File: config.mk
export PLATFORM = sky130hd
export DESIGN_NAME = rz_bit_receiver
export DESIGN_NICKNAME = d
export VERILOG_FILES = /design/src/rtl/rzrx_pkg.sv /design/src/rtl/rzrx_fifo.sv /design/src/rtl/rzrx_ctrl.sv /design/src/rtl/rzrx_datapath.sv /design/src/rtl/rz_bit_receiver.sv
export SDC_FILE = /design/constraint.sdc
export NUM_CORES = 1
export LEC_CHECK = 0
export BUFFER_PORTS_ARGS = -buffer_cell sky130_fd_sc_hd__buf_2
export CAP_MARGIN = 0
export CORE_MARGIN = 2
export CORE_UTILIZATION = 56
export CTS_CLUSTER_SIZE = 24
export DETAILED_ROUTE_END_ITERATION = 8
export GPL_ROUTABILITY_DRIVEN = 1
export PLACE_DENSITY = 0.81
export SETUP_SLACK_MARGIN = 0.4
export SYNTH_ARGS = -nofsm -noshare
export SYNTH_HDL_FRONTEND = slang
export SYNTH_SLANG_ARGS = --single-unit
File: constraint.sdc
create_clock -name clk -period 2.4 [get_ports clk]
set_clock_uncertainty 0.1 [all_clocks]
set_input_delay 0.12 -clock clk [delete_from_list [all_inputs] [get_ports clk]]
set_output_delay 0.12 -clock clk [all_outputs]
set_load 0.02 [all_outputs]
File: src/rtl/rzrx_pkg.sv
package rzrx_pkg;

  // Strobes from the phase controller to the datapath.
  typedef struct packed {
    logic sampleStb;   // take one sample of the synchronised line this cycle
    logic pairClear;   // discard any half-collected bit
  } rzrxStrobe_t;

  // One received bit as its two half-bit samples.
  typedef struct packed {
    logic firstHalf;
    logic secondHalf;
  } rzrxPair_t;

endpackage

File: src/rtl/rzrx_fifo.sv
module rzrx_fifo
  import rzrx_pkg::*;
#(
  parameter int DEPTH = 16
) (
  input  logic      clk,
  input  logic      rst_n,
  input  logic      pushEn,
  input  rzrxPair_t pushData,
  input  logic      popEn,
  output rzrxPair_t headData,
  output logic      empty,
  output logic      full,
  output logic      overflow
);

  localparam int AW = $clog2(DEPTH);

  logic [AW:0] wrPtr;
  logic [AW:0] rdPtr;
  rzrxPair_t   mem [DEPTH];

  logic doPush;
  logic doPop;

  assign empty  = (wrPtr == rdPtr);
  assign full   = (wrPtr[AW] != rdPtr[AW]) && (wrPtr[AW-1:0] == rdPtr[AW-1:0]);
  assign doPush = pushEn && !full;
  assign doPop  = popEn && !empty;

  always_ff @(posedge clk or negedge rst_n) begin
    if (!rst_n) begin
      wrPtr    <= '0;
      rdPtr    <= '0;
      overflow <= 1'b0;
    end else begin
      if (doPush) wrPtr <= wrPtr + (AW+1)'(1);
      if (doPop)  rdPtr <= rdPtr + (AW+1)'(1);
      if (pushEn && full) overflow <= 1'b1;
    end
  end

  always_ff @(posedge clk) begin
    if (doPush) mem[wrPtr[AW-1:0]] <= pushData;
  end

  assign headData = mem[rdPtr[AW-1:0]];

endmodule

File: src/rtl/rzrx_ctrl.sv
module rzrx_ctrl
  import rzrx_pkg::*;
#(
  parameter int PHASE_CYCLES = 12,
  parameter int TRIG_OFFSET  = 6
) (
  input  logic        clk,
  input  logic        rst_n,
  input  logic        recordMode,
  input  logic        lineRise,
  output rzrxStrobe_t stb,
  output logic        phaseLocked
);

  localparam int              CW         = $clog2(PHASE_CYCLES);
  localparam logic [CW-1:0]   PHASE_LAST = CW'(PHASE_CYCLES - 1);
  localparam logic [CW-1:0]   PHASE_LOAD = CW'(PHASE_CYCLES - TRIG_OFFSET);

  typedef enum logic {ST_ARMED, ST_RECORD} rxState_e;

  rxState_e      state;
  logic [CW-1:0] phaseCnt;

  always_ff @(posedge clk or negedge rst_n) begin
    if (!rst_n) begin
      state    <= ST_ARMED;
      phaseCnt <= '0;
    end else if (!recordMode) begin
      state    <= ST_ARMED;
      phaseCnt <= '0;
    end else if (state == ST_ARMED) begin
      if (lineRise) begin
        state    <= ST_RECORD;
        phaseCnt <= PHASE_LOAD;
      end
    end else begin
      phaseCnt <= (phaseCnt == PHASE_LAST) ? '0 : phaseCnt + CW'(1);
    end
  end

  always_comb begin
    stb.sampleStb = (state == ST_RECORD) && recordMode && (phaseCnt == PHASE_LAST);
    stb.pairClear = !recordMode || (state == ST_ARMED);
  end

  assign phaseLocked = (state == ST_RECORD);

endmodule

File: src/rtl/rzrx_datapath.sv
module rzrx_datapath
  import rzrx_pkg::*;
#(
  parameter int SYNC_STAGES = 2,
  parameter int FIFO_DEPTH  = 16
) (
  input  logic        clk,
  input  logic        rst_n,
  input  logic        lineIn,
  input  rzrxStrobe_t stb,
  input  logic        popReq,
  output logic        lineRise,
  output logic        popBit,
  output logic        popErr,
  output logic        fifoEmpty,
  output logic        fifoFull,
  output logic        overflow
);

  logic [SYNC_STAGES-1:0] syncChain;
  logic                   lineSync;
  logic                   lineSyncD;
  logic                   halfSel;
  logic                   firstReg;
  logic                   pushEn;
  rzrxPair_t              pushData;
  rzrxPair_t              headData;

  always_ff @(posedge clk or negedge rst_n) begin
    if (!rst_n) begin
      syncChain <= '0;
      lineSyncD <= 1'b0;
    end else begin
      syncChain <= {syncChain[SYNC_STAGES-2:0], lineIn};
      lineSyncD <= lineSync;
    end
  end

  assign lineSync = syncChain[SYNC_STAGES-1];
  assign lineRise = lineSync && !lineSyncD;

  // Pair successive half-bit samples.
  always_ff @(posedge clk or negedge rst_n) begin
    if (!rst_n) begin
      halfSel  <= 1'b0;
      firstReg <= 1'b0;
    end else if (stb.pairClear) begin
      halfSel  <= 1'b0;
    end else if (stb.sampleStb) begin
      if (!halfSel) firstReg <= lineSync;
      halfSel <= !halfSel;
    end
  end

  assign pushEn             = stb.sampleStb && halfSel && !stb.pairClear;
  assign pushData.firstHalf  = firstReg;
  assign pushData.secondHalf = lineSync;

  rzrx_fifo #(.DEPTH(FIFO_DEPTH)) u_fifo (
    .clk      (clk),
    .rst_n    (rst_n),
    .pushEn   (pushEn),
    .pushData (pushData),
    .popEn    (popReq),
    .headData (headData),
    .empty    (fifoEmpty),
    .full     (fifoFull),
    .overflow (overflow)
  );

  assign popBit = headData.firstHalf;
  assign popErr = headData.secondHalf;

endmodule

File: src/rtl/rz_bit_receiver.sv
module rz_bit_receiver
  import rzrx_pkg::*;
#(
  parameter int PHASE_CYCLES = 12,
  parameter int TRIG_OFFSET  = 6,
  parameter int SYNC_STAGES  = 2,
  parameter int FIFO_DEPTH   = 16
) (
  input  logic clk,
  input  logic rst_n,
  input  logic lineIn,
  input  logic recordMode,
  input  logic popReq,
  output logic popBit,
  output logic popErr,
  output logic fifoEmpty,
  output logic fifoFull,
  output logic overflow,
  output logic phaseLocked
);

  rzrxStrobe_t ctrlStb;
  logic        lineRise;
  logic        sampleStb;

  rzrx_ctrl #(
    .PHASE_CYCLES (PHASE_CYCLES),
    .TRIG_OFFSET  (TRIG_OFFSET)
  ) u_ctrl (
    .clk         (clk),
    .rst_n       (rst_n),
    .recordMode  (recordMode),
    .lineRise    (lineRise),
    .stb         (ctrlStb),
    .phaseLocked (phaseLocked)
  );

  rzrx_datapath #(
    .SYNC_STAGES (SYNC_STAGES),
    .FIFO_DEPTH  (FIFO_DEPTH)
  ) u_dp (
    .clk       (clk),
    .rst_n     (rst_n),
    .lineIn    (lineIn),
    .stb       (ctrlStb),
    .popReq    (popReq),
    .lineRise  (lineRise),
    .popBit    (popBit),
    .popErr    (popErr),
    .fifoEmpty (fifoEmpty),
    .fifoFull  (fifoFull),
    .overflow  (overflow)
  );

  assign sampleStb = ctrlStb.sampleStb;

endmodule

# Yosys cells after proc, flatten, opt, wreduce, memory -nomap -nowiden
# Memories as Yosys holds them, arrays and structs flattened.
# Index checks and enable logic that the tools add are counted.
totals:
  ram_bits: 32
  mem_count: 1
  output_inout_bits: 6
  word_cells: 50
  inputBits: 5
  reg_bits: 21
op_classes:
  add_sub_neg: 3
  n_reduce_logical: 18
  n_mux: 11
  n_bitwise: 3
  eq_ne: 5
mem_list:
  columns: ["memory", "words", "word_bits", "read_ports", "rd_ports_with_merged_regs", "wr", "line_no", "rtl"]
  rows:
  - ["u_dp.u_fifo.mem", 16, 2, 1, 0, 1, "rzrx_fifo.sv:21", "rzrxPair_t mem [DEPTH];"]
op_table:
  columns: ["cell", "count"]
  rows:
  - ["two-way mux 4 bit", 4]
  - ["adder 5 x 1 -> 5 bit, second input constant", 2]
  - ["logical AND 1 bit", 9]
  - ["two-way mux 1 bit", 7]
  - ["zero test 1 bit", 6]
  - ["== test 5 bit", 1]
  - ["adder 4 x 1 -> 4 bit, second input constant", 1]
  - ["== test 4 bit", 1]
  - ["== test 4 bit, second input constant", 1]
  - ["!= test 3 x 1 -> 1 bit, second input constant", 1]
  - ["inverter 1 bit", 3]
  - ["AND reduction 3 bit", 1]
  - ["nonzero test 2 bit", 1]
  - ["logical OR 1 bit", 1]
  - ["!= test 1 bit", 1]

# Longest topological paths before layout
# Gate-level depths: netlist of run 1.
logic_depth:
  word_depth: 7
  ltp_mapped: 6

# Hierarchy
# From an unflattened synthesis of run 1, not the netlist that was laid out.
unflattened:
  cells_unflattened: 175
  area_unflattened_um2: 2453.6
modules_own_cells:
  columns: ["module", "cells_each", "n_inst", "area_per_inst_um2", "seq_area_each_um2"]
  rows:
  - ["rzrx_fifo", 137, 1, 1995.7, 1236.2]
  - ["rzrx_ctrl", 27, 1, 276.5, 125.1]
  - ["rzrx_datapath", 11, 1, 181.4, 125.1]

# Least setup slack after synthesis of run 1
# No wires, ideal clock.
synth_timing:
  path_type: "reg2reg"
  startpoint: "register u_ctrl.phaseCnt[0]"
  endpoint: "memory u_dp.u_fifo.mem[12][0] in the netlist's numbering (enable)"
  period_less_slack_ns: 1.837
  arrival_ns: 1.439
  path_stages_with_launch: 7
  setup_slack_ns: 0.563
  n_path_buf: 1
  setup_time_ns: 0.298
  path_cell_list: "dfrtp_1 -> ha_1 -> nand3b_4 -> or2_1 -> a21oi_4 -> buf_6 -> and3_1"
synth_between:
  elab_chain_len: 7
synth_lines:
  columns: ["element", "line_no", "rtl"]
  rows:
  - ["start, declared", "rzrx_ctrl.sv:22", "logic [CW-1:0] phaseCnt;"]
  - ["start signal, assigned", "rzrx_ctrl.sv:37", "phaseCnt <= (phaseCnt == PHASE_LAST) ? '0 : phaseCnt + CW'(1);"]
  - ["== test 4 bit", "rzrx_ctrl.sv:42", "stb.sampleStb = (state == ST_RECORD) && recordMode && (phaseCnt == PHASE_LAST);"]
  - ["logical AND 1 bit", "rzrx_ctrl.sv:42", null]
  - ["logical AND 1 bit (2 in series)", "rzrx_datapath.sv:55", "assign pushEn = stb.sampleStb && halfSel && !stb.pairClear;"]
  - ["logical AND 1 bit", "rzrx_fifo.sv:28", "assign doPush = pushEn && !full;"]
  - ["two-way mux 1 bit", "rzrx_fifo.sv:44", "if (doPush) mem[wrPtr[AW-1:0]] <= pushData;"]
  - ["two-way mux 1 bit (not written as such)", "rzrx_fifo.sv:44", null]
  - ["end, declared", "rzrx_fifo.sv:21", null]
# Every way passes these cells.

# Final worst setup path of run 1
layout_timing:
  startpoint: "register u_dp.u_fifo.rdPtr[1]"
  endpoint: "output popBit"
layout_between:
  elab_chain_len: 1
layout_lines:
  columns: ["element", "line_no", "rtl"]
  rows:
  - ["start, declared", "rzrx_fifo.sv:20", "logic [AW:0] rdPtr;"]
  - ["start signal, assigned", "rzrx_fifo.sv:38", "if (doPop) rdPtr <= rdPtr + (AW+1)'(1);"]
  - ["memory read (16 x 2 bit)", null, null]
  - ["end, declared", "rz_bit_receiver.sv:14", "output logic popBit,"]
# Every way passes these cells.

==> results of run 1 <==
## sequential cells by signal, summed over array words and instances (netlist names)
register / cells
u_dp.u_fifo.mem: 32
u_dp.u_fifo.rdPtr: 5
u_dp.u_fifo.wrPtr: 5
u_ctrl.phaseCnt: 4
u_dp.syncChain: 2
u_ctrl.phaseLocked: 1
u_dp.firstReg: 1
u_dp.halfSel: 1
u_dp.lineSyncD: 1
u_dp.u_fifo.overflow: 1
## worst reg2reg max path, delay by kind of cell, from the launching register on
family                   cells  cell delay (ps)
AND/OR/NAND/NOR              3              660
AO/OA/AOI/OAI                1              140
buffers and inverters        1              150
adder cells (fa/ha/maj)      1              170
flip-flops                   1              430
## layout make-up
class	instances	share of cell area, %
clock inverter	3	1.64
timing repair buffer	20	5.16
clock buffer	5	2.44
inverter	6	0.800
tap	52	2.31
multi-input combinational	101	34.7
sequential	53	53.0
## cells in the final DEF (no fill, tap or decap), types with 5 or more instances in the layout
cell and instances:
edfxtp_1 32, dfrtp_1 17, and3_1 10, buf_2 10, xnor2_1 8, inv_1 6
buf_4 6, mux4_2 5, nand3_1 5, ha_1 5, clkbuf_8 5
## metal layers
layer | wire (µm) | up-vias | share of wire [%]
met4 | 50 | 0 | 1.2
met3 | 112 | 5 | 2.6
met1 | 1830 | 713 | 43
met2 | 2290 | 21 | 53
li1 | - | 673 | -
met5 | 0 | - | 0
## cell families (layout without fill, tap and decap cells)
logic type	Yosys count	count (layout)	share of synthesized area [%]
xor gates and xnor gates	13	13	5.54
AOI/OAI and AO/OA	23	23	6.78
buffers and inverters	13	34	3.17
muxes	13	13	10.4
adders and majority gates	6	6	2.97
and+or+nand+nor	46	46	12.4
DFF	53	53	58.8
## metrics by stage
stage	power (mW)	cells	area (µm²)	setup slack, ps	hold slack [ps]
after floorplan	1.59	167	2530	563	-276
after global placement	1.65	223	2590	370	-16.9
after detailed placement	1.69	223	2590	251	-6.97
after CTS	2.35	240	2800	333	25.6
after global routing	2.49	240	2820	304	53.5
final	2.37	240	2820	379	29.9
## where the power goes
group,switching [mW],leakage (nW),internal [mW]
sequential,0.132,0.581,1.02
clock,0.284,0.0543,0.312
combinational,0.294,0.561,0.335
## path summary, 6_finish.rpt
kind	to	slack (ps)	cells past startpoint
min reg2reg	u_dp.syncChain[1]	260	0
max reg2reg	u_dp.u_fifo.mem[8][1]	480	6
max	popBit	380	4
max in group asynchronous	u_dp.u_fifo.wrPtr[2]	1680	2
min	u_dp.u_fifo.rdPtr[0]	30	3
min in group asynchronous	u_dp.u_fifo.rdPtr[2]	190	2
## what timing repair did
action	4_1_cts	5_1_grt
endpoints found under the setup margin	34	32
resized for setup	4	12
hold buffers	3	0
setup buffers	6	0
pin swaps	0	2
hold endpoints to repair	25	0
==> flow_summary.ini, run 1 <==
[worst_hold_path]
hp-class = in2reg
min_from = popReq

[critical_path]
cp_slowest_cell = mux4_1
crit_buf_inv = 1
startpoint_type = flip-flop
crit_chain = mux4_1 -> mux2i_1 -> a21oi_1 -> buf_2
worst_ep_required_time_ps = 2180
endpoint_kind = primary output
path_max_fanout = 7
slowest_delay_ps = 580
startpoint = u_dp.u_fifo.rdPtr[1]
crit_arrival_ps = 1800
reg2reg_from = u_ctrl.phaseCnt[0]
crit_type = reg2out
crit_family = multiplexers

[global_routing]
grt_pass1_wl_um = 6920
track_usage_pct = 18.3
grt_pass1_vias = 1446
top_usage_layer = met2
use_met2_pct = 32.4
globalRouteOverflowTotal = 0
antenna_found_initial = 0
grtUsageMet3_pct = 4.42
grt_use_met1_pct = 22.1
grt_max_degree = 22

[sta]
slew_headroom_pct = 61.8
grt_setup_unrepaired = yes
worstMarginPinSlew_ps = 573
setup_violations = 0
fmax_mhz = 495
slew_viol_final = 0
finalSetupTns_ps = 0
timing.final.crit_share_pct = 84.2
hold_viol = 0
period_needed_ps = 2020

[logic_synthesis]
synth.area.top_cells = edfxtp_1 (38%), dfrtp_1 (21%), mux4_1 (8.3%), xnor2_1 (3.5%), ha_1 (3.0%)
netlist.top_cell.by_area = edfxtp_1
synth_cells = 167
syn-cell-area_mm2 = 0.00253
synth-async-reset-ratio_pct = 39.6
ys.flop_type = edfxtp_1
syn_area_per_cell_um2 = 15.1
synth_most_common_cell = edfxtp_1
yosysWarningCount = 0
ys_types = 49
ys_seq_area_share_pct = 58.8
yosysTopAreaCellShare_pct = 38.0
synth_enable_flop_cells = 32
ys_top_cells_by_count = edfxtp_1 (32), dfrtp_1 (21), and3_1 (10), xnor2_1 (10), mux4_1 (8)
synth.net_count = 178
synth_seq_cells = 53

[cells_and_area]
nets = 198
multiInputGateArea_um2 = 976
area_growth_pct = 11.3
diodes = 0
regArea_mm2 = 0.00149
layout-drive-gt1-share_pct = 27.7
finish.utilization_pct = 64.7
fillCellCount = 295

[status]
status = complete, no violations

[floorplan]
row_count = 24
core_area_mm2 = 0.00435
start_util_pct = 58.1
die_y_um = 71.2
die_w_um = 71.2
io_pins = 11
die-area_mm2 = 0.00507

[cts]
clk_pin_slew_ps = 90
cts_sinks = 53
clkLatencyLatePin_ps = 310
numCtsBuffers = 5
tritoncts = built
clock_path_buffers = 2
htreeDepth = 2
clockRootBuffer = clkbuf_8

[placed_design]
hpwl_um = 2970
port_buffers = 10
globalplace.congestion = 0.874

[route]
vias = 1412
wire_per_inst_um = 17.8
antenna_left = 0
wl_um = 4280
drc_errors = 0
drtPass1Iterations = 7
drt_iter0_drc = 42
vias_per_cell = 5.88

[power_and_ir_drop]
power_density_mw_per_mm2 = 843
power.leakage_nw = 1.20
peakVddDrop_mv = 0.478

[run]
cap_violations = 0
Power figures use the tool's default switching activity.
==> run 2: changes to the inputs <==
Clock period 2.4 ns to 2.05 ns, I/O delays scaled along.
==> run 2 against run 1 <==
  * Non-clock buffer count grew 31
  * Sequential share of layout area down 7.9 points
  * Count of clock-buffer cells in the layout stayed put
  * Die area unchanged
  * First-iteration DRC count grew 120%
  * Power rose by 39%
  * Combinational power is 92% higher
  * Critical endpoint is now u_dp.u_fifo.mem[11][0]
  * Core utilization is 11 points higher
==> flow_summary.ini, run 2 (synthesis gave the netlist of run 1 again) <==
[status]
status = complete, no violations

[cells_and_area]
final_common_cell = edfxtp_1
diodes = 0
finish.utilization_pct = 75.8
fin_cells = 271
area_growth_pct = 30.5
final_cell_mix = edfxtp_1 (32), buf_4 (26), dfrtp_1 (19)
nets = 229
layout-drive-gt1-share_pct = 44.7
largest_reg_flops = 32

[critical_path]
startpoint_type = flip-flop
crit_arrival_ps = 1940
path_max_fanout = 8
worst_ep_required_time_ps = 1970
endpoint_kind = flip-flop
crit_type = reg2reg

[route]
drc_errors = 0
wire_per_inst_um = 20.8
antenna_left = 0
vias = 1603
vias_per_cell = 5.92
drtPass1Iterations = 4
drt_iter0_drc = 92
wl_um = 5630

[floorplan]
io_pins = 11
start_util_pct = 58.1
core_area_mm2 = 0.00435
die_w_um = 71.2
die_y_um = 71.2
row_count = 24
die-area_mm2 = 0.00507

[power_and_ir_drop]
p_clk_share_pct = 25.0
sw_frac_of_total_pct = 30.2
power_mw = 3.29
power.leakage_nw = 1.37
p_sw_mw = 0.994
sequentialPowerShare_pct = 38.4
p_int_mw = 2.30
peakVddDrop_mv = 0.419
power_density_mw_per_mm2 = 999
power_frac_comb_pct = 36.6

[global_routing]
track_usage_pct = 23.8
grt_max_degree = 22
grt_use_met1_pct = 28.8
antenna_found_initial = 0
use_met2_pct = 41.7
grtUsageMet3_pct = 5.56
top_usage_layer = met2
grt_pass1_vias = 1718
globalRouteOverflowTotal = 0
grt_pass1_wl_um = 8870

[sta]
slew_viol_final = 0
grt_setup_unrepaired = yes
fmax_mhz = 495
timing.final.crit_share_pct = 98.6
hold_viol = 0
setup_violations = 0
period_needed_ps = 2020
worstMarginPinSlew_ps = 510
slew_headroom_pct = 66.0

[cts]
htreeDepth = 2
clk_pin_slew_ps = 100
clockRootBuffer = clkbuf_8
clock_path_buffers = 2
tritoncts = built
clkLatencyLatePin_ps = 300
numCtsBuffers = 5
cts_sinks = 53

[worst_hold_path]
hp-class = in2async

[placed_design]
port_buffers = 10
hpwl_um = 3300
placed_cells = 230
globalplace.congestion = 0.824

[run]
cap_violations = 0
[run 2: cell count changes in the layout (fill, tap and decap cells not counted), moves of 3 or more]
cell / before / now
buf_2: 10 / 7
dlygate4sd3_1: 3 / 6
and3_1: 10 / 1
and3_4: 0 / 9
buf_4: 6 / 26
buf_6: 0 / 10
[run 2: layer usage]
layer  part of all wire (%)  vias up  wire (µm)
met5                      0        -          0
met4                    2.9        0        164
met3                    4.5       13        255
met2                     55       56       3100
met1                     37      797       2110
li1                       -      737          -
[run 2: worst paths after layout]
path	depth (start not counted)	to	slack, ps	from
min in group clk	5	u_dp.u_fifo.wrPtr[1]	200	recordMode
setup / recovery	6	u_dp.u_fifo.mem[11][0]	30	u_ctrl.phaseCnt[0]
hold / removal	2	u_dp.u_fifo.rdPtr[1]	180	rst_n
hold reg to reg	0	u_dp.syncChain[1]	260	u_dp.syncChain[0]
max in group asynchronous	2	u_dp.u_fifo.wrPtr[0]	1320	rst_n
setup reg to reg	6	u_dp.u_fifo.mem[11][0]	30	u_ctrl.phaseCnt[0]
[run 2: cell type report]
type                    count  area [µm²]
repair buffers             51         450
inverters                   6        22.5
clock buffers               5        68.8
fillers                   248        1050
well taps                  52        65.1
multi-input cells         101        1140
clock inverters             3        65.1
flip-flops and latches     53        1490
[run 2: worst max-delay path, stage by stage (launching register included)]
cell,delay (ps)
dfrtp_1,420
ha_4,170
nand3b_4,80
or2_4,290
a21oi_4,260
buf_12,160
and4b_1,260
[run 2: timing repair]
action | 4_1_cts | 5_1_grt
buffers inserted | 20 | 6
hold endpoints to repair | 26 | 0
pin swaps | 17 | 11
gates resized for setup | 33 | 12
hold buffers | 6 | 0
gates cloned | 1 | 0
endpoints found under the setup margin | 41 | 47
[run 2: per-stage QoR]
stage / area [µm²] / TNS [ps] / worst slack (ps) / hold WS [ps]
finish: 3300 / 0 / 28.5 / 183
detailed placement: 2710 / 0 / 62.9 / -12.7
floorplan: 2590 / 0 / 276 / -293
global route: 3300 / -297 / -40.2 / 234
CTS: 3200 / 0 / 78.1 / 195
global placement: 2710 / 0 / 125 / -25.0
[run 2: power by group through the flow]
stage	Clock (mW)	Sequential (mW)	Combinational, mW
after floorplan	0	1.26	0.613
after global placement	0	1.28	0.716
after detailed placement	0	1.29	0.758
after global routing	0.862	1.27	1.27
after CTS	0.815	1.26	1.08
final	0.823	1.26	1.21
